`src/rtl/ecp_pkg.sv`:
```
package ecp_pkg;

  localparam int BYTE_W = 8;

  typedef enum logic [2:0] {
    MD_STD   = 3'b000,
    MD_BIDIR = 3'b001,
    MD_PFIFO = 3'b010,
    MD_ECP   = 3'b011,
    MD_RSV4  = 3'b100,
    MD_RSV5  = 3'b101,
    MD_TEST  = 3'b110,
    MD_CFG   = 3'b111
  } pp_mode_e;

  localparam logic [1:0] ADR_CFGA = 2'd0;
  localparam logic [1:0] ADR_CFGB = 2'd1;
  localparam logic [1:0] ADR_CTRL = 2'd2;

  localparam logic [BYTE_W-1:0] CFGA_VAL = 8'h10;
  localparam logic [BYTE_W-1:0] CFGB_VAL = 8'h00;

  function automatic logic mode_moves_data(input pp_mode_e m);
    return (m == MD_PFIFO) || (m == MD_ECP) || (m == MD_TEST);
  endfunction

  function automatic logic mode_is_plain(input logic [2:0] m);
    return m[2:1] == 2'b00;
  endfunction

endpackage

```
`src/rtl/pp_byte_fifo.sv`:
```
module pp_byte_fifo #(
  parameter int DEPTH = 16,
  parameter int W     = 8,
  localparam int CW   = $clog2(DEPTH + 1)
) (
  input  logic          clk,
  input  logic          rst_n,
  input  logic          flush,
  input  logic          push_valid,
  output logic          push_ready,
  input  logic [W-1:0]  push_data,
  output logic          pop_valid,
  input  logic          pop_ready,
  output logic [W-1:0]  pop_data,
  output logic [CW-1:0] count,
  output logic          empty,
  output logic          full
);

  localparam int AW = (DEPTH > 1) ? $clog2(DEPTH) : 1;
  localparam logic [CW-1:0] DEPTH_C = CW'(DEPTH);
  localparam logic [AW-1:0] LAST_C  = AW'(DEPTH - 1);

  logic [W-1:0]  mem [DEPTH];
  logic [AW-1:0] wr_ptr, rd_ptr, wr_nxt, rd_nxt;
  logic [CW-1:0] count_q;
  logic          do_push, do_pop;

  assign full       = (count_q == DEPTH_C);
  assign empty      = (count_q == '0);
  assign push_ready = !full;
  assign pop_valid  = !empty;
  assign do_push    = push_valid && push_ready;
  assign do_pop     = pop_valid && pop_ready;
  assign pop_data   = mem[rd_ptr];
  assign count      = count_q;

  generate
    if ((DEPTH & (DEPTH - 1)) == 0) begin : g_pow2_wrap
      assign wr_nxt = wr_ptr + 1'b1;
      assign rd_nxt = rd_ptr + 1'b1;
    end else begin : g_cmp_wrap
      assign wr_nxt = (wr_ptr == LAST_C) ? '0 : wr_ptr + 1'b1;
      assign rd_nxt = (rd_ptr == LAST_C) ? '0 : rd_ptr + 1'b1;
    end
  endgenerate

  always_ff @(posedge clk) begin
    if (!rst_n || flush) begin
      wr_ptr  <= '0;
      rd_ptr  <= '0;
      count_q <= '0;
    end else begin
      if (do_push) wr_ptr <= wr_nxt;
      if (do_pop)  rd_ptr <= rd_nxt;
      case ({do_push, do_pop})
        2'b10:   count_q <= count_q + 1'b1;
        2'b01:   count_q <= count_q - 1'b1;
        default: count_q <= count_q;
      endcase
    end
  end

  always_ff @(posedge clk) begin
    if (do_push && !flush) mem[wr_ptr] <= push_data;
  end

  AST_COUNT_BOUND: assert property (@(posedge clk) disable iff (!rst_n)
    count_q <= DEPTH_C);

  AST_PUSH_GROWS: assert property (@(posedge clk) disable iff (!rst_n)
    (!flush && do_push && !do_pop) |=> (count_q == $past(count_q) + 1'b1));

  AST_FLUSH_EMPTIES: assert property (@(posedge clk) disable iff (!rst_n)
    flush |=> empty);

endmodule

```
`src/rtl/pp_svc_ctrl.sv`:
```
module pp_svc_ctrl #(
  parameter int DEPTH = 16,
  parameter int WR_TH = 8,
  parameter int RD_TH = 8,
  localparam int CW   = $clog2(DEPTH + 1)
) (
  input  logic          clk,
  input  logic          rst_n,
  input  logic          fifo_active,
  input  logic          dma_en,
  input  logic          dir_rev,
  input  logic [CW-1:0] count,
  input  logic          empty,
  input  logic          full,
  input  logic          dma_tc,
  input  logic          sw_wr,
  input  logic          sw_val,
  output logic          svc_q,
  output logic          svc_irq,
  output logic          dma_req
);

  localparam logic [CW-1:0] DEPTH_C = CW'(DEPTH);
  localparam logic [CW-1:0] WR_TH_C = CW'(WR_TH);
  localparam logic [CW-1:0] RD_TH_C = CW'(RD_TH);

  logic          cond;
  logic [CW-1:0] free_slots;

  assign free_slots = DEPTH_C - count;

  always_comb begin
    if (!fifo_active)  cond = 1'b0;
    else if (dma_en)   cond = dma_tc;
    else if (dir_rev)  cond = (count >= RD_TH_C);
    else               cond = (free_slots >= WR_TH_C);
  end

  assign svc_irq = cond && !svc_q;
  assign dma_req = fifo_active && dma_en && !svc_q && (dir_rev ? !empty : !full);

  always_ff @(posedge clk) begin
    if (!rst_n)       svc_q <= 1'b1;
    else if (svc_irq) svc_q <= 1'b1;
    else if (sw_wr)   svc_q <= sw_val;
  end

  AST_SVC_LATCH: assert property (@(posedge clk) disable iff (!rst_n)
    svc_irq |=> svc_q);

  AST_SVC_HOLDS_OFF: assert property (@(posedge clk) disable iff (!rst_n)
    svc_q |-> (!svc_irq && !dma_req));

  AST_DMA_OFF_QUIET: assert property (@(posedge clk) disable iff (!rst_n)
    !dma_en |-> !dma_req);

endmodule

```
`src/rtl/pp_fault_irq.sv`:
```
module pp_fault_irq (
  input  logic clk,
  input  logic rst_n,
  input  logic ecp_active,
  input  logic mask_q,
  input  logic mask_wr,
  input  logic mask_wval,
  input  logic fault_n,
  output logic err_irq
);

  logic fault_q;
  logic fell;
  logic unmask;

  always_ff @(posedge clk) begin
    if (!rst_n) fault_q <= 1'b1;
    else        fault_q <= fault_n;
  end

  assign fell    = fault_q && !fault_n;
  assign unmask  = mask_wr && mask_q && !mask_wval;
  assign err_irq = ecp_active && !fault_n && ((!mask_q && fell) || unmask);

  AST_ERR_MASKED: assert property (@(posedge clk) disable iff (!rst_n)
    (mask_q && !mask_wr) |-> !err_irq);

  AST_ERR_NEEDS_FAULT: assert property (@(posedge clk) disable iff (!rst_n)
    err_irq |-> !fault_n);

endmodule

```
`src/rtl/ecp_fifo_ctrl.sv`:
```
module ecp_fifo_ctrl
  import ecp_pkg::*;
#(
  parameter int DEPTH = 16,
  parameter int WR_TH = 8,
  parameter int RD_TH = 8
) (
  input  logic              clk,
  input  logic              rst_n,
  input  logic [1:0]        reg_addr,
  input  logic              reg_wr,
  input  logic [BYTE_W-1:0] reg_wdata,
  output logic [BYTE_W-1:0] reg_rdata,
  input  logic              dir_rev,
  input  logic              host_wvalid,
  output logic              host_wready,
  input  logic [BYTE_W-1:0] host_wdata,
  output logic              host_rvalid,
  input  logic              host_rready,
  output logic [BYTE_W-1:0] host_rdata,
  input  logic              per_wvalid,
  output logic              per_wready,
  input  logic [BYTE_W-1:0] per_wdata,
  output logic              per_rvalid,
  input  logic              per_rready,
  output logic [BYTE_W-1:0] per_rdata,
  input  logic              dma_tc,
  output logic              dma_req,
  output logic              svc_irq,
  input  logic              fault_n,
  output logic              err_irq
);

  localparam int CW = $clog2(DEPTH + 1);

  pp_mode_e          mode_q;
  logic              mask_q, dma_en_q, svc_q;
  logic              ctrl_wr, flush;
  logic              fifo_on, test_on;
  logic              host_fills, per_fills, host_drains, per_drains;
  logic              push_valid, push_ready, pop_valid, pop_ready;
  logic [BYTE_W-1:0] push_data, pop_data;
  logic [CW-1:0]     count;
  logic              empty, full;
  logic [BYTE_W-1:0] ctrl_byte;
  logic              unused_ro_bits;

  assign unused_ro_bits = ^reg_wdata[1:0];

  assign ctrl_wr = reg_wr && (reg_addr == ADR_CTRL);
  assign flush   = ctrl_wr && mode_is_plain(reg_wdata[7:5]) && !mode_is_plain(mode_q);

  always_ff @(posedge clk) begin
    if (!rst_n) begin
      mode_q   <= MD_STD;
      mask_q   <= 1'b0;
      dma_en_q <= 1'b0;
    end else if (ctrl_wr) begin
      mode_q   <= pp_mode_e'(reg_wdata[7:5]);
      mask_q   <= reg_wdata[4];
      dma_en_q <= reg_wdata[3];
    end
  end

  assign fifo_on     = mode_moves_data(mode_q);
  assign test_on     = (mode_q == MD_TEST);
  assign host_fills  = fifo_on && (test_on || !dir_rev);
  assign per_fills   = fifo_on && !test_on && dir_rev;
  assign host_drains = fifo_on && (test_on || dir_rev);
  assign per_drains  = fifo_on && !test_on && !dir_rev;

  always_comb begin
    push_valid = 1'b0;
    push_data  = host_wdata;
    if (host_fills) begin
      push_valid = host_wvalid;
    end else if (per_fills) begin
      push_valid = per_wvalid;
      push_data  = per_wdata;
    end
  end

  assign host_wready = host_fills && push_ready;
  assign per_wready  = per_fills && push_ready;
  assign host_rvalid = host_drains && pop_valid;
  assign per_rvalid  = per_drains && pop_valid;
  assign pop_ready   = (host_drains && host_rready) || (per_drains && per_rready);
  assign host_rdata  = pop_data;
  assign per_rdata   = pop_data;

  pp_byte_fifo #(.DEPTH(DEPTH), .W(BYTE_W)) u_fifo (
    .clk        (clk),
    .rst_n      (rst_n),
    .flush      (flush),
    .push_valid (push_valid),
    .push_ready (push_ready),
    .push_data  (push_data),
    .pop_valid  (pop_valid),
    .pop_ready  (pop_ready),
    .pop_data   (pop_data),
    .count      (count),
    .empty      (empty),
    .full       (full)
  );

  pp_svc_ctrl #(.DEPTH(DEPTH), .WR_TH(WR_TH), .RD_TH(RD_TH)) u_svc (
    .clk         (clk),
    .rst_n       (rst_n),
    .fifo_active (fifo_on),
    .dma_en      (dma_en_q),
    .dir_rev     (dir_rev),
    .count       (count),
    .empty       (empty),
    .full        (full),
    .dma_tc      (dma_tc),
    .sw_wr       (ctrl_wr),
    .sw_val      (reg_wdata[2]),
    .svc_q       (svc_q),
    .svc_irq     (svc_irq),
    .dma_req     (dma_req)
  );

  pp_fault_irq u_fault (
    .clk        (clk),
    .rst_n      (rst_n),
    .ecp_active (mode_q == MD_ECP),
    .mask_q     (mask_q),
    .mask_wr    (ctrl_wr),
    .mask_wval  (reg_wdata[4]),
    .fault_n    (fault_n),
    .err_irq    (err_irq)
  );

  assign ctrl_byte = {mode_q, mask_q, dma_en_q, svc_q, full, empty};

  always_comb begin
    case (reg_addr)
      ADR_CFGA: reg_rdata = (mode_q == MD_CFG) ? CFGA_VAL : '0;
      ADR_CFGB: reg_rdata = (mode_q == MD_CFG) ? CFGB_VAL : '0;
      ADR_CTRL: reg_rdata = ctrl_byte;
      default:  reg_rdata = '0;
    endcase
  end

  AST_MODE_ONLY_BY_WRITE: assert property (@(posedge clk) disable iff (!rst_n)
    !ctrl_wr |=> $stable(mode_q));

  AST_PLAIN_MODE_NO_FLOW: assert property (@(posedge clk) disable iff (!rst_n)
    !fifo_on |-> !(host_wready || per_wready || host_rvalid || per_rvalid));

endmodule

```
`config.mk`:
```
export PLATFORM = sky130hd
export DESIGN_NAME = ecp_fifo_ctrl
export DESIGN_NICKNAME = d
export VERILOG_FILES = /design/src/rtl/ecp_pkg.sv /design/src/rtl/pp_byte_fifo.sv /design/src/rtl/pp_svc_ctrl.sv /design/src/rtl/pp_fault_irq.sv /design/src/rtl/ecp_fifo_ctrl.sv
export SDC_FILE = /design/constraint.sdc
export NUM_CORES = 1
export LEC_CHECK = 0
export ABC_AREA = 1
export ABC_CLOCK_PERIOD_IN_PS = 3050
export BUFFER_PORTS_ARGS = -buffer_cell sky130_fd_sc_hd__buf_4
export CORE_MARGIN = 3
export CORE_UTILIZATION = 30
export CTS_BUF_LIST = sky130_fd_sc_hd__clkbuf_8
export DETAILED_ROUTE_END_ITERATION = 8
export GPL_TIMING_DRIVEN = 0
export PLACE_DENSITY = 0.53
export SKIP_CTS_REPAIR_TIMING = 1
export SLEW_MARGIN = 20
export SYNTH_ARGS = -nofsm -noshare
export SYNTH_HDL_FRONTEND = slang
export SYNTH_SLANG_ARGS = --single-unit
export TNS_END_PERCENT = 50
```
`constraint.sdc`:
```
create_clock -name clk -period 3.05 [get_ports clk]
set_clock_uncertainty 0.15 [all_clocks]
set_input_delay 0.61 -clock clk [delete_from_list [all_inputs] [get_ports clk]]
set_output_delay 0.61 -clock clk [all_outputs]
set_load 0.02 [all_outputs]
```
==> parameters.txt, run 1 <==
Parameter                              Value

Pwr
  Combinational share of power ... 5.8%
  Max IR drop VDD ... 0.2438 mV
  Internal power ... 0.003165 W
  Portion of total power attributed to sequential cells ... 55.3%
  Switching share of power ... 23.27%
  Leakage dissipation ... 3.152 nW
  Pwr per Cell Area ... 497.8 nW/µm²
  Clk pwr share ... 39.0%
  Switching Power ... 0.0009598 W

Setup path
  Data arrival time of the worst path ... 2160 ps
  Worst reg-to-reg path cell count ... 18
  Worst Path Required ... 2290 ps
  Setup crit end kind ... output pin
  Type of the setup path with the least slack ... flip-flop to output pin
  Crit-path cells ... buf_4, buf_6, buf_6, nand2_1, o211ai_1, nand3_1, nand3_1, nand2_1, buf_4, buf_4
  Number of stages on the worst setup path ... 10
  Top fanout value on the critical path ... 10
  Startpoint types ... flip-flop
  Worst path top cell family by delay ... buffers and inverters
  Most common cell type on the critical path ... sky130_fd_sc_hd__buf_4
  Worst path slowest cell ... sky130_fd_sc_hd__dfxtp_1
  Worst stage delay on the critical path ... 360 ps
  Sum of buffers and inverters on the critical path ... 5

Drt
  WL met2 ... 8074 µm
  Metal-1 WL ... 8162 µm
  Met3 WL post-DR ... 1272 µm
  Iteration-0 DRC count of the detailed router ... 293
  Via density per instance ... 4.751
  Final wirelength ... 17880 µm
  Number of design rule violations left after detail routing ... 0
  First drt pass iteration count ... 5
  Antenna Violating Nets Remaining ... 0
  Vias after detailed routing ... 4917
  Average routed wire per standard cell ... 17.28 µm
  Uppermost routed layer ... met4

Status
  Result of the run ... finished clean

Floorplanning
  Overall die width ... 157.3 µm
  Starting density of the core ... 30.98%
  Total die area ... 24740 µm²
  Area inside the core boundary ... 22160 µm²
  Count of boundary I/O pins ... 67
  Die Y-Extent ... 157.3 µm
  Number of cell rows ... 54

Global route
  First-pass GRT wire length ... 27830 µm
  Largest net degree at the start of global routing ... 17
  Initial antenna violation count ... 0
  Tot GR Track Use ... 15.10%
  Vias in the first global route ... 4789
  Total grt overflow ... 0

STA
  Final Hold Violating Endpoints ... 0
  Final count of negative-setup-slack endpoints ... 0
  Worst rel slew slack ... 40.14%
  Fmax ... 0.3429 GHz
  Hold Slack ... 204.1 ps
  Tcrit/Tclk final ... 95.62%
  Final critical delay including setup and external delays ... 2916 ps
  Final slew viol count ... 0
  Unrepaired setup endpoints after global routing ... true
  Transition time at the pin with the least slew margin ... 893.1 ps

Placement
  Placed Cells ... 1006
  Detailed placement HPWL ... 12550 µm
  RePlAce Congestion ... 0.8922
  Buffers on Ports ... 64
  Total placed instance area ... 7785 µm²

Clocking
  TritonCTS Buffers ... 17
  Buffer type at the clock tree root ... sky130_fd_sc_hd__clkbuf_8
  Clk pin slew, worst setup/hold paths ... 80 ps
  Clock tree from TritonCTS ... built
  Worst skew pair latency ... 450 ps
  Longest Clk Path Bufs ... 2
  CTS H-Tree Depth ... 4
  Clock sink total ... 152

Min path
  Cell count of the worst hold path ... 2
  Type of the tightest min-delay check ... input pin to flip-flop

Logic synthesis
  Async set-reset flop share out of synthesis ... 0%
  Number of distinct library cell variants in the gate-level netlist after synthesis ... 35
  Syn_area_per_cell ... 10.42 µm²
  Post-Syn Area ... 6867 µm²
  Primary flip-flop cell chosen by synthesis mapping ... sky130_fd_sc_hd__edfxtp_1
  Cells after Synth ... 659
  Post-Syn Nets ... 706
  Number of synthesis warnings ... 0
  EDFF count, synth ... 128
  Register bit count reported by yosys ... 152
  Seq/Total Area, Yosys ... 62.97%

Finish
  Number of nets in the final layout ... 790
  Syn-to-layout area delta ... 20.68%
  Highest-count cells in the layout ignoring fill and taps ... sky130_fd_sc_hd__edfxtp_1 (128), sky130_fd_sc_hd__nand2_1 (108), sky130_fd_sc_hd__inv_1 (98), sky130_fd_sc_hd__buf_4 (77), sky130_fd_sc_hd__nand3_1 (62)
  Multi-input gate area ... 2091 µm²
  Area used by sequential logic in the layout ... 4325 µm²
  Final Non-Filler Cells ... 1035
  Share of layout cells above drive strength 1 ... 21.59%
  Most frequent standard cell in the layout excluding fill and tap cells ... sky130_fd_sc_hd__edfxtp_1
  Number of diodes added for antenna fixing ... 0
  Filler cell count in the final layout ... 2216
  Final std cell area, no fill ... 8287 µm²

Flow run
  Maximum Capacitance Violations ... 0
[cells in the mapped netlist (3+ instances only)]
library cell	count	area, µm²
sky130_fd_sc_hd__xor2_1	5	43.79
sky130_fd_sc_hd__inv_1	98	367.9
sky130_fd_sc_hd__buf_2	4	20.02
sky130_fd_sc_hd__o21ai_0	39	195.2
sky130_fd_sc_hd__nor2_1	23	86.33
sky130_fd_sc_hd__clkbuf_1	19	71.32
sky130_fd_sc_hd__dfxtp_1	24	480.5
sky130_fd_sc_hd__a21oi_1	49	245.2
sky130_fd_sc_hd__buf_4	8	60.06
sky130_fd_sc_hd__inv_2	4	15.01
sky130_fd_sc_hd__nor3_1	17	85.08
sky130_fd_sc_hd__edfxtp_1	128	3844
sky130_fd_sc_hd__ha_1	11	137.6
sky130_fd_sc_hd__nand2_1	109	409.1
sky130_fd_sc_hd__nand3_1	62	310.3
sky130_fd_sc_hd__o211ai_1	32	240.2
sky130_fd_sc_hd__buf_1	3	11.26
[final cells by class]
| type | instances | share of cell area, % |
|---|---|---|
| sequential | 152 | 52.20 |
| multi-input combinational | 369 | 25.23 |
| timing repair buffer | 67 | 6.070 |
| inverter | 103 | 4.726 |
| tap | 280 | 4.228 |
| clock buffer | 17 | 2.823 |
| buffer | 33 | 2.642 |
| clock inverter | 14 | 2.084 |
[power groups by stage]
stage / sequential, W / combinational [W] / clock (W)
2_1_floorplan: 0.00232 / 0.000123 / 0
3_3_place_gp: 0.00233 / 0.000230 / 0
3_5_place_dp: 0.00233 / 0.000234 / 0
4_1_cts: 0.00228 / 0.000235 / 0.00164
5_1_grt: 0.00228 / 0.000263 / 0.00174
6_report: 0.00228 / 0.000238 / 0.00161
[per-layer routing]
metal,up-vias,track usage [%]
met4,0,4.298
li1,2423,-
met3,22,4.179
met1,2309,20.93
met2,163,23.30
met5,-,0
[registers in the layout (all words and copies together), names as in the netlist, named ones only]
register	count
dma_en_q	1
mask_q	1
mode_q	3
u_fault.fault_q	1
u_fifo.count	5
u_fifo.mem	128
u_fifo.rd_ptr	4
u_fifo.wr_ptr	4
u_svc.svc_q	1
[per-stage QoR]
| stage | power, W | setup TNS, ps | setup slack, ps | utilization, % |
|---|---|---|---|---|
| 3_5_place_dp | 0.002561 | -900.5 | -84.01 | 35.13 |
| 6_report | 0.004125 | 0 | 133.6 | 37.39 |
| 5_1_grt | 0.004280 | -26.26 | -19.05 | 37.39 |
| 2_1_floorplan | 0.002446 | 0 | 119.7 | - |
| 3_3_place_gp | 0.002556 | -12470 | -306.5 | 34.73 |
| 4_1_cts | 0.004152 | -5134 | -390.4 | 36.96 |
[worst register-to-register path, delay by kind of cell, from the launching register on]
family	cells	cell delay, ps
buffers and inverters	1	30
adders and majority gates	3	650
and+or+nand+nor	12	1140
DFF	1	400
xor gates and xnor gates	1	200
AOI/OAI and AO/OA	1	120
[path summary, 6_finish.rpt]
check             slack, ps              end             start
setup / recovery        130     per_rdata[4]         flip-flop
setup reg to reg        290  u_fifo.count[4]   u_fifo.count[0]
hold reg to reg         360        flip-flop  u_fifo.rd_ptr[1]
hold / removal          200  u_fault.fault_q           fault_n
[cells by family after synthesis]
family / synth area share [%]
xor gates and xnor gates: 0.8929
and+or+nand+nor: 14.91
DFF: 62.97
buffers and inverters: 8.236
AOI/OAI and AO/OA: 10.99
adders and majority gates: 2.004
No activity file was read; power rests on OpenSTA's default activity.
==> run 2: changes to the inputs <==
--- a/config.mk
+++ b/config.mk
@@ -8,12 +8,13 @@
 export ABC_AREA = 1
 export ABC_CLOCK_PERIOD_IN_PS = 3050
 export BUFFER_PORTS_ARGS = -buffer_cell sky130_fd_sc_hd__buf_4
+export CORE_ASPECT_RATIO = 0.8
 export CORE_MARGIN = 3
 export CORE_UTILIZATION = 30
 export CTS_BUF_LIST = sky130_fd_sc_hd__clkbuf_8
+export CTS_CLUSTER_SIZE = 25
 export DETAILED_ROUTE_END_ITERATION = 8
 export GPL_TIMING_DRIVEN = 0
-export PLACE_DENSITY = 0.53
 export SKIP_CTS_REPAIR_TIMING = 1
 export SLEW_MARGIN = 20
 export SYNTH_ARGS = -nofsm -noshare
==> parameters.txt, run 2 (synthesis gave the netlist of run 1 again) <==
Parameter                              Value

Status
  Result of the run ... finished clean

STA
  Transition time at the pin with the least slew margin ... 876.1 ps (-16.98 ps)
  Unrepaired setup endpoints after global routing ... false
  Fmax ... 0.3433 GHz (+0.12%)
  Worst rel slew slack ... 41.27% (+1.1 points)
  Final Hold Violating Endpoints ... 0 (unchanged)
  Final count of negative-setup-slack endpoints ... 0 (unchanged)
  Final slew viol count ... 0 (unchanged)
  Tcrit/Tclk final ... 95.51% (-0.11 points)
  Final critical delay including setup and external delays ... 2913 ps (-3.458 ps)

Floorplanning
  Die Y-Extent ... 141.3 µm (-10%)
  Area inside the core boundary ... 22040 µm² (-0.54%)
  Count of boundary I/O pins ... 67 (unchanged)
  Number of cell rows ... 48 (-11%)
  Overall die width ... 175.1 µm (+11%)
  Total die area ... 24750 µm² (about the same)
  Starting density of the core ... 31.15% (+0.17 points)

Clocking
  CTS H-Tree Depth ... 4 (unchanged)
  Clk pin slew, worst setup/hold paths ... 90 ps (about the same)
  Longest Clk Path Bufs ... 2 (unchanged)
  TritonCTS Buffers ... 17 (unchanged)
  Worst skew pair latency ... 460 ps (about the same)
  Buffer type at the clock tree root ... sky130_fd_sc_hd__clkbuf_8
  Clock sink total ... 152 (unchanged)
  Clock tree from TritonCTS ... built

Setup path
  Setup crit end kind ... output pin
  Top fanout value on the critical path ... 10 (unchanged)
  Worst reg-to-reg path cell count ... 10 (-8)
  Startpoint types ... flip-flop
  R2r startpoint ... u_fifo.count[2]
  Type of the setup path with the least slack ... flip-flop to output pin
  Worst Path Required ... 2290 ps (about the same)
  Data arrival time of the worst path ... 2150 ps (about the same)
  Register-to-register setup slack ... 320 ps (+30 ps)
  End of the worst register-to-register path ... u_fifo.mem[10][2]

Pwr
  Internal power ... 0.003112 W (-1.7%)
  Switching share of power ... 24.69% (+1.4 points)
  Leakage dissipation ... 3.158 nW (+0.17%)
  Switching Power ... 0.001021 W (+6.3%)
  Portion of total power attributed to sequential cells ... 55.2% (about the same)
  Max IR drop VDD ... 0.3587 mV (+47%)
  Clk pwr share ... 39.2% (+0.2 points)
  Combinational share of power ... 5.7% (about the same)
  Pwr per Cell Area ... 496.6 nW/µm² (-0.23%)

Global route
  Largest net degree at the start of global routing ... 17 (unchanged)
  Vias in the first global route ... 4755 (-0.71%)
  First-pass GRT wire length ... 26320 µm (-5.5%)
  Total grt overflow ... 0 (unchanged)
  Tot GR Track Use ... 13.88% (-1.2 points)
  Initial antenna violation count ... 1 (+1)

Finish
  Largest Register ... u_fifo.mem
  Filler cell count in the final layout ... 2232 (+0.72%)
  Fraction of the core area covered by cells at the end of the flow ... 37.76% (+0.36 points)
  Number of diodes added for antenna fixing ... 0 (unchanged)
  Highest-count cells in the layout ignoring fill and taps ... sky130_fd_sc_hd__edfxtp_1 (128), sky130_fd_sc_hd__nand2_1 (106), sky130_fd_sc_hd__inv_1 (98), sky130_fd_sc_hd__buf_4 (75), sky130_fd_sc_hd__nand3_1 (60)
  Number of nets in the final layout ... 789 (-0.13%)
  Syn-to-layout area delta ... 21.19%
  Number of flip-flops in the largest register ... 128 (unchanged)
  Most frequent standard cell in the layout excluding fill and tap cells ... sky130_fd_sc_hd__edfxtp_1
  Final Non-Filler Cells ... 1055 (+1.9%)
  Share of layout cells above drive strength 1 ... 22.25% (+0.66 points)

Drt
  Antenna Violating Nets Remaining ... 0 (unchanged)
  Metal-1 WL ... 7876 µm (-3.5%)
  Met3 WL post-DR ... 1305 µm (+2.6%)
  Iteration-0 DRC count of the detailed router ... 437 (+49%)
  Via density per instance ... 4.727 (-0.50%)
  First drt pass iteration count ... 5 (unchanged)
  WL met2 ... 7378 µm (-8.6%)
  Uppermost routed layer ... met5
  Final wirelength ... 16960 µm (-5.2%)
  Number of design rule violations left after detail routing ... 0 (unchanged)
  Average routed wire per standard cell ... 16.07 µm (-7.0%)
  Vias after detailed routing ... 4987 (+1.4%)

Flow run
  Maximum Capacitance Violations ... 0 (unchanged)

Min path
  Min-delay src ... fault_n
  Cell count of the worst hold path ... 2 (unchanged)
  End point of the most critical hold path ... u_fault.fault_q
  Type of the tightest min-delay check ... input pin to flip-flop

Placement
  Buffers on Ports ... 64 (unchanged)
  Placed Cells ... 1025 (+1.9%)
  RePlAce Congestion ... 0.8274 (-7.3%)
  Detailed placement HPWL ... 11860 µm (-5.5%)
run 2: changes by cell type in the layout (fill, tap and decap cells not counted), sizes merged:
cell and delta:
clkinv +1, inv +2, bufinv -1, buf -3
clkbuf +2, clkinvlp -1
run 2: worst max-delay path by stage:
stage / slack [ps] / depth (start not counted) / end / startpoint
finish: 140 / 9 / per_rdata[5] / flip-flop
global route: 10 / 9 / per_rdata[3] / flip-flop
CTS: -320 / 9 / per_rdata[2] / flip-flop
detailed placement: -20 / 19 / u_fifo.count[4] / u_fifo.count[0]
global placement: -230 / 10 / u_fifo.mem[3][3] / u_fifo.count[0]
floorplan: 120 / 18 / u_fifo.count[4] / u_fifo.count[0]
run 2: layout make-up:
| type | count | area [µm²] | area share [%] |
|---|---|---|---|
| Multi-Input combinational cell | 369 | 2107 | 25.32 |
| Tap cell | 300 | 375.4 | 4.511 |
| Buffer | 33 | 209.0 | 2.511 |
| Clock buffer | 17 | 234.0 | 2.812 |
| Timing Repair Buffer | 66 | 495.5 | 5.954 |
| Inverter | 103 | 391.6 | 4.706 |
| Sequential cell | 152 | 4325 | 51.98 |
| Clock inverter | 15 | 183.9 | 2.210 |
run 2: layer usage:
layer	vias up	GRT usage [%]
li1	2418	-
met1	2363	19.61
met2	167	20.81
met3	37	4.013
met4	2	4.029
met5	-	0
run 2: power by group through the flow:
stage	combinational [W]	clock, W	sequential (W)
6_report	0.000234	0.00162	0.00228
5_1_grt	0.000258	0.00172	0.00228
4_1_cts	0.000230	0.00164	0.00228
3_5_place_dp	0.000230	0	0.00233
3_3_place_gp	0.000224	0	0.00233
2_1_floorplan	0.000123	0	0.00232
run 2: critical path, cell delays in order, from the launching register on:
cell and delay [ps]:
sky130_fd_sc_hd__dfxtp_1 320, sky130_fd_sc_hd__clkbuf_4 180, sky130_fd_sc_hd__buf_4 190, sky130_fd_sc_hd__clkbuf_4 210
sky130_fd_sc_hd__o211ai_1 210, sky130_fd_sc_hd__nand3_1 130, sky130_fd_sc_hd__nand3_1 90, sky130_fd_sc_hd__nand2_1 80
sky130_fd_sc_hd__buf_4 130, sky130_fd_sc_hd__buf_4 140
run 2: through the flow:
stage                     cell area (µm²)  total power [W]  worst slack (ps)  TNS, ps  hold WS (ps)
after floorplan                      6867         0.002446             119.7        0         312.3
after global placement               7722         0.002550            -232.8    -8963         327.7
after detailed placement             7812         0.002556            -17.30   -17.30         339.3
after CTS                            8230         0.004151            -322.2    -3560         162.6
after global routing                 8322         0.004264             13.14        0         174.0
final                                8322         0.004133             137.1        0         188.8
==> run 3: changes to the inputs <==
--- a/config.mk
+++ b/config.mk
@@ -7,14 +7,15 @@
 export LEC_CHECK = 0
 export ABC_AREA = 1
 export ABC_CLOCK_PERIOD_IN_PS = 3050
-export BUFFER_PORTS_ARGS = -buffer_cell sky130_fd_sc_hd__buf_4
 export CORE_ASPECT_RATIO = 0.8
 export CORE_MARGIN = 3
 export CORE_UTILIZATION = 30
 export CTS_BUF_LIST = sky130_fd_sc_hd__clkbuf_8
 export CTS_CLUSTER_SIZE = 25
 export DETAILED_ROUTE_END_ITERATION = 8
+export DONT_BUFFER_PORTS = 1
 export GPL_TIMING_DRIVEN = 0
+export HOLD_SLACK_MARGIN = 0.12
 export SKIP_CTS_REPAIR_TIMING = 1
 export SLEW_MARGIN = 20
 export SYNTH_ARGS = -nofsm -noshare
==> parameters.txt, run 3 (synthesis gave the netlist of run 1 again) <==
Parameter                              Value

Setup path
  Startpoint types ... flip-flop
  Worst reg-to-reg path cell count ... 18 (+8)
  Setup crit end kind ... flip-flop
  Worst Path Required ... 3280 ps (+990 ps)
  Type of the setup path with the least slack ... flip-flop to flip-flop
  Data arrival time of the worst path ... 3160 ps (+1010 ps)
  Top fanout value on the critical path ... 10 (unchanged)

Pwr
  Max IR drop VDD ... 0.4153 mV (+16%)
  Pwr per Cell Area ... 531.5 nW/µm² (+7.0%)
  Leakage dissipation ... 2.859 nW (-9.5%)
  Switching share of power ... 23.09% (-1.6 points)
  Combinational share of power ... 4.5% (-1.2 points)
  Clk pwr share ... 41.2% (+2.0 points)
  Internal power ... 0.003226 W (+3.6%)
  Portion of total power attributed to sequential cells ... 54.3% (-0.9 points)
  Switching Power ... 0.0009685 W (-5.1%)

Flow run
  Maximum Capacitance Violations ... 0 (unchanged)

Finish
  Highest-count cells in the layout ignoring fill and taps ... sky130_fd_sc_hd__edfxtp_1 (128), sky130_fd_sc_hd__nand2_1 (101), sky130_fd_sc_hd__inv_1 (98), sky130_fd_sc_hd__nand3_1 (60), sky130_fd_sc_hd__a21oi_1 (49)
  Most frequent standard cell in the layout excluding fill and tap cells ... sky130_fd_sc_hd__edfxtp_1
  Syn-to-layout area delta ... 14.92%
  Fraction of the core area covered by cells at the end of the flow ... 35.80% (-2.0 points)
  Number of diodes added for antenna fixing ... 0 (unchanged)
  Number of nets in the final layout ... 727 (-7.9%)
  Number of flip-flops in the largest register ... 128 (unchanged)
  Largest Register ... u_fifo.mem
  Share of layout cells above drive strength 1 ... 15.73% (-6.5 points)

Floorplanning
  Count of boundary I/O pins ... 67 (unchanged)
  Die Y-Extent ... 141.3 µm (unchanged)
  Area inside the core boundary ... 22040 µm² (unchanged)
  Number of cell rows ... 48 (unchanged)
  Total die area ... 24750 µm² (unchanged)
  Starting density of the core ... 31.15% (unchanged)
  Overall die width ... 175.1 µm (unchanged)

Drt
  Average routed wire per standard cell ... 17.04 µm (+6.1%)
  Final wirelength ... 16930 µm (-0.18%)
  Antenna Violating Nets Remaining ... 0 (unchanged)
  First drt pass iteration count ... 5 (unchanged)
  Via density per instance ... 4.841 (+2.4%)
  Iteration-0 DRC count of the detailed router ... 548 (+25%)
  Number of design rule violations left after detail routing ... 0 (unchanged)
  Vias after detailed routing ... 4807 (-3.6%)

STA
  Fmax ... 0.3405 GHz (-0.82%)
  Final count of negative-setup-slack endpoints ... 0 (unchanged)
  Final critical delay including setup and external delays ... 2937 ps (+24.22 ps)
  Worst rel slew slack ... 38.70% (-2.6 points)
  Transition time at the pin with the least slew margin ... 914.5 ps (+38.38 ps)
  Final slew viol count ... 0 (unchanged)
  Final Hold Violating Endpoints ... 0 (unchanged)
  Tcrit/Tclk final ... 96.30% (+0.79 points)
  Fin worst setup slack ... 112.8 ps (-24.22 ps)
  Unrepaired setup endpoints after global routing ... true

Min path
  Cell count of the worst hold path ... 2 (unchanged)
  Type of the tightest min-delay check ... input pin to flip-flop

Clocking
  Clock sink total ... 152 (unchanged)
  Clk pin slew, worst setup/hold paths ... 90 ps (about the same)
  TritonCTS Buffers ... 17 (unchanged)
  Buffer type at the clock tree root ... sky130_fd_sc_hd__clkbuf_8
  Clock tree from TritonCTS ... built
  Longest Clk Path Bufs ... 2 (unchanged)
  CTS H-Tree Depth ... 4 (unchanged)
  Worst skew pair latency ... 450 ps (about the same)

Global route
  First-pass GRT wire length ... 25850 µm (-1.8%)
  Tot GR Track Use ... 13.88% (about the same)
  Largest net degree at the start of global routing ... 17 (unchanged)
  Total grt overflow ... 0 (unchanged)
  Initial antenna violation count ... 0 (-1)
  Vias in the first global route ... 4496 (-5.4%)

Placement
  Worst setup timing slack at the placement stage ... -318.2 ps (-300.9 ps)
  RePlAce Congestion ... 0.8023 (-3.0%)
  Detailed placement HPWL ... 11710 µm (-1.2%)
  Buffers on Ports ... 0 (-100%)

Status
  Result of the run ... finished clean
## run 3: critical path: stages (launching register included)
cell and delay (ps):
sky130_fd_sc_hd__dfxtp_1 420, sky130_fd_sc_hd__nor2_1 90, sky130_fd_sc_hd__nand2_1 60, sky130_fd_sc_hd__nor2_1 80, sky130_fd_sc_hd__ha_1 230, sky130_fd_sc_hd__nor3_4 300, sky130_fd_sc_hd__nand2_1 100, sky130_fd_sc_hd__nand2_2 190
sky130_fd_sc_hd__ha_2 280, sky130_fd_sc_hd__xor2_1 200, sky130_fd_sc_hd__ha_1 170, sky130_fd_sc_hd__inv_1 40, sky130_fd_sc_hd__nand2_1 90, sky130_fd_sc_hd__nand3_1 110, sky130_fd_sc_hd__nand2_1 70, sky130_fd_sc_hd__nand2_1 40
sky130_fd_sc_hd__nand2_1 50, sky130_fd_sc_hd__nand2_1 60, sky130_fd_sc_hd__a21oi_1 130
## run 3: final cells by class
class	count	area, µm²
inverter	103	391.6
sequential	152	4325
clock inverter	15	212.7
buffer	33	202.7
clock buffer	17	234.0
multi-input combinational	369	2115
timing repair buffer	4	35.03
fill	2203	14150
tap	300	375.4
## run 3: metal layers
metal,wire length (µm),global-route usage (%)
met4,158,3.189
met1,7876,19.36
met5,0,0
met3,1296,4.334
met2,7593,21.24
## run 3: final timing paths
check	startpoint	endpoint	slack [ps]
min reg2reg	u_fifo.rd_ptr[3]	flip-flop	350
min	rst_n	dma_en_q	150
max	u_fifo.count[0]	u_fifo.count[4]	110
max reg2reg	u_fifo.count[0]	u_fifo.count[4]	110
## run 3: power by group through the flow
stage / sequential (W) / clock (W) / combinational, W
global placement: 0.00233 / 0 / 0.000174
finish: 0.00228 / 0.00173 / 0.000189
global route: 0.00228 / 0.00185 / 0.000209
detailed placement: 0.00233 / 0 / 0.000181
CTS: 0.00228 / 0.00176 / 0.000182
floorplan: 0.00232 / 0 / 0.000123
## run 3: per-stage QoR
| stage | setup TNS, ps | std cells | instance area (µm²) | total power [W] | hold slack, ps |
|---|---|---|---|---|---|
| after floorplan | 0 | 659 | 6867 | 0.002446 | 312.3 |
| after global placement | -10320 | 959 | 7242 | 0.002501 | 328.2 |
| after detailed placement | -594.4 | 961 | 7333 | 0.002508 | 344.6 |
| after CTS | -5076 | 993 | 7780 | 0.004217 | 80.96 |
| after global routing | -207.8 | 993 | 7891 | 0.004339 | 124.2 |
| final | 0 | 993 | 7891 | 0.004194 | 149.3 |
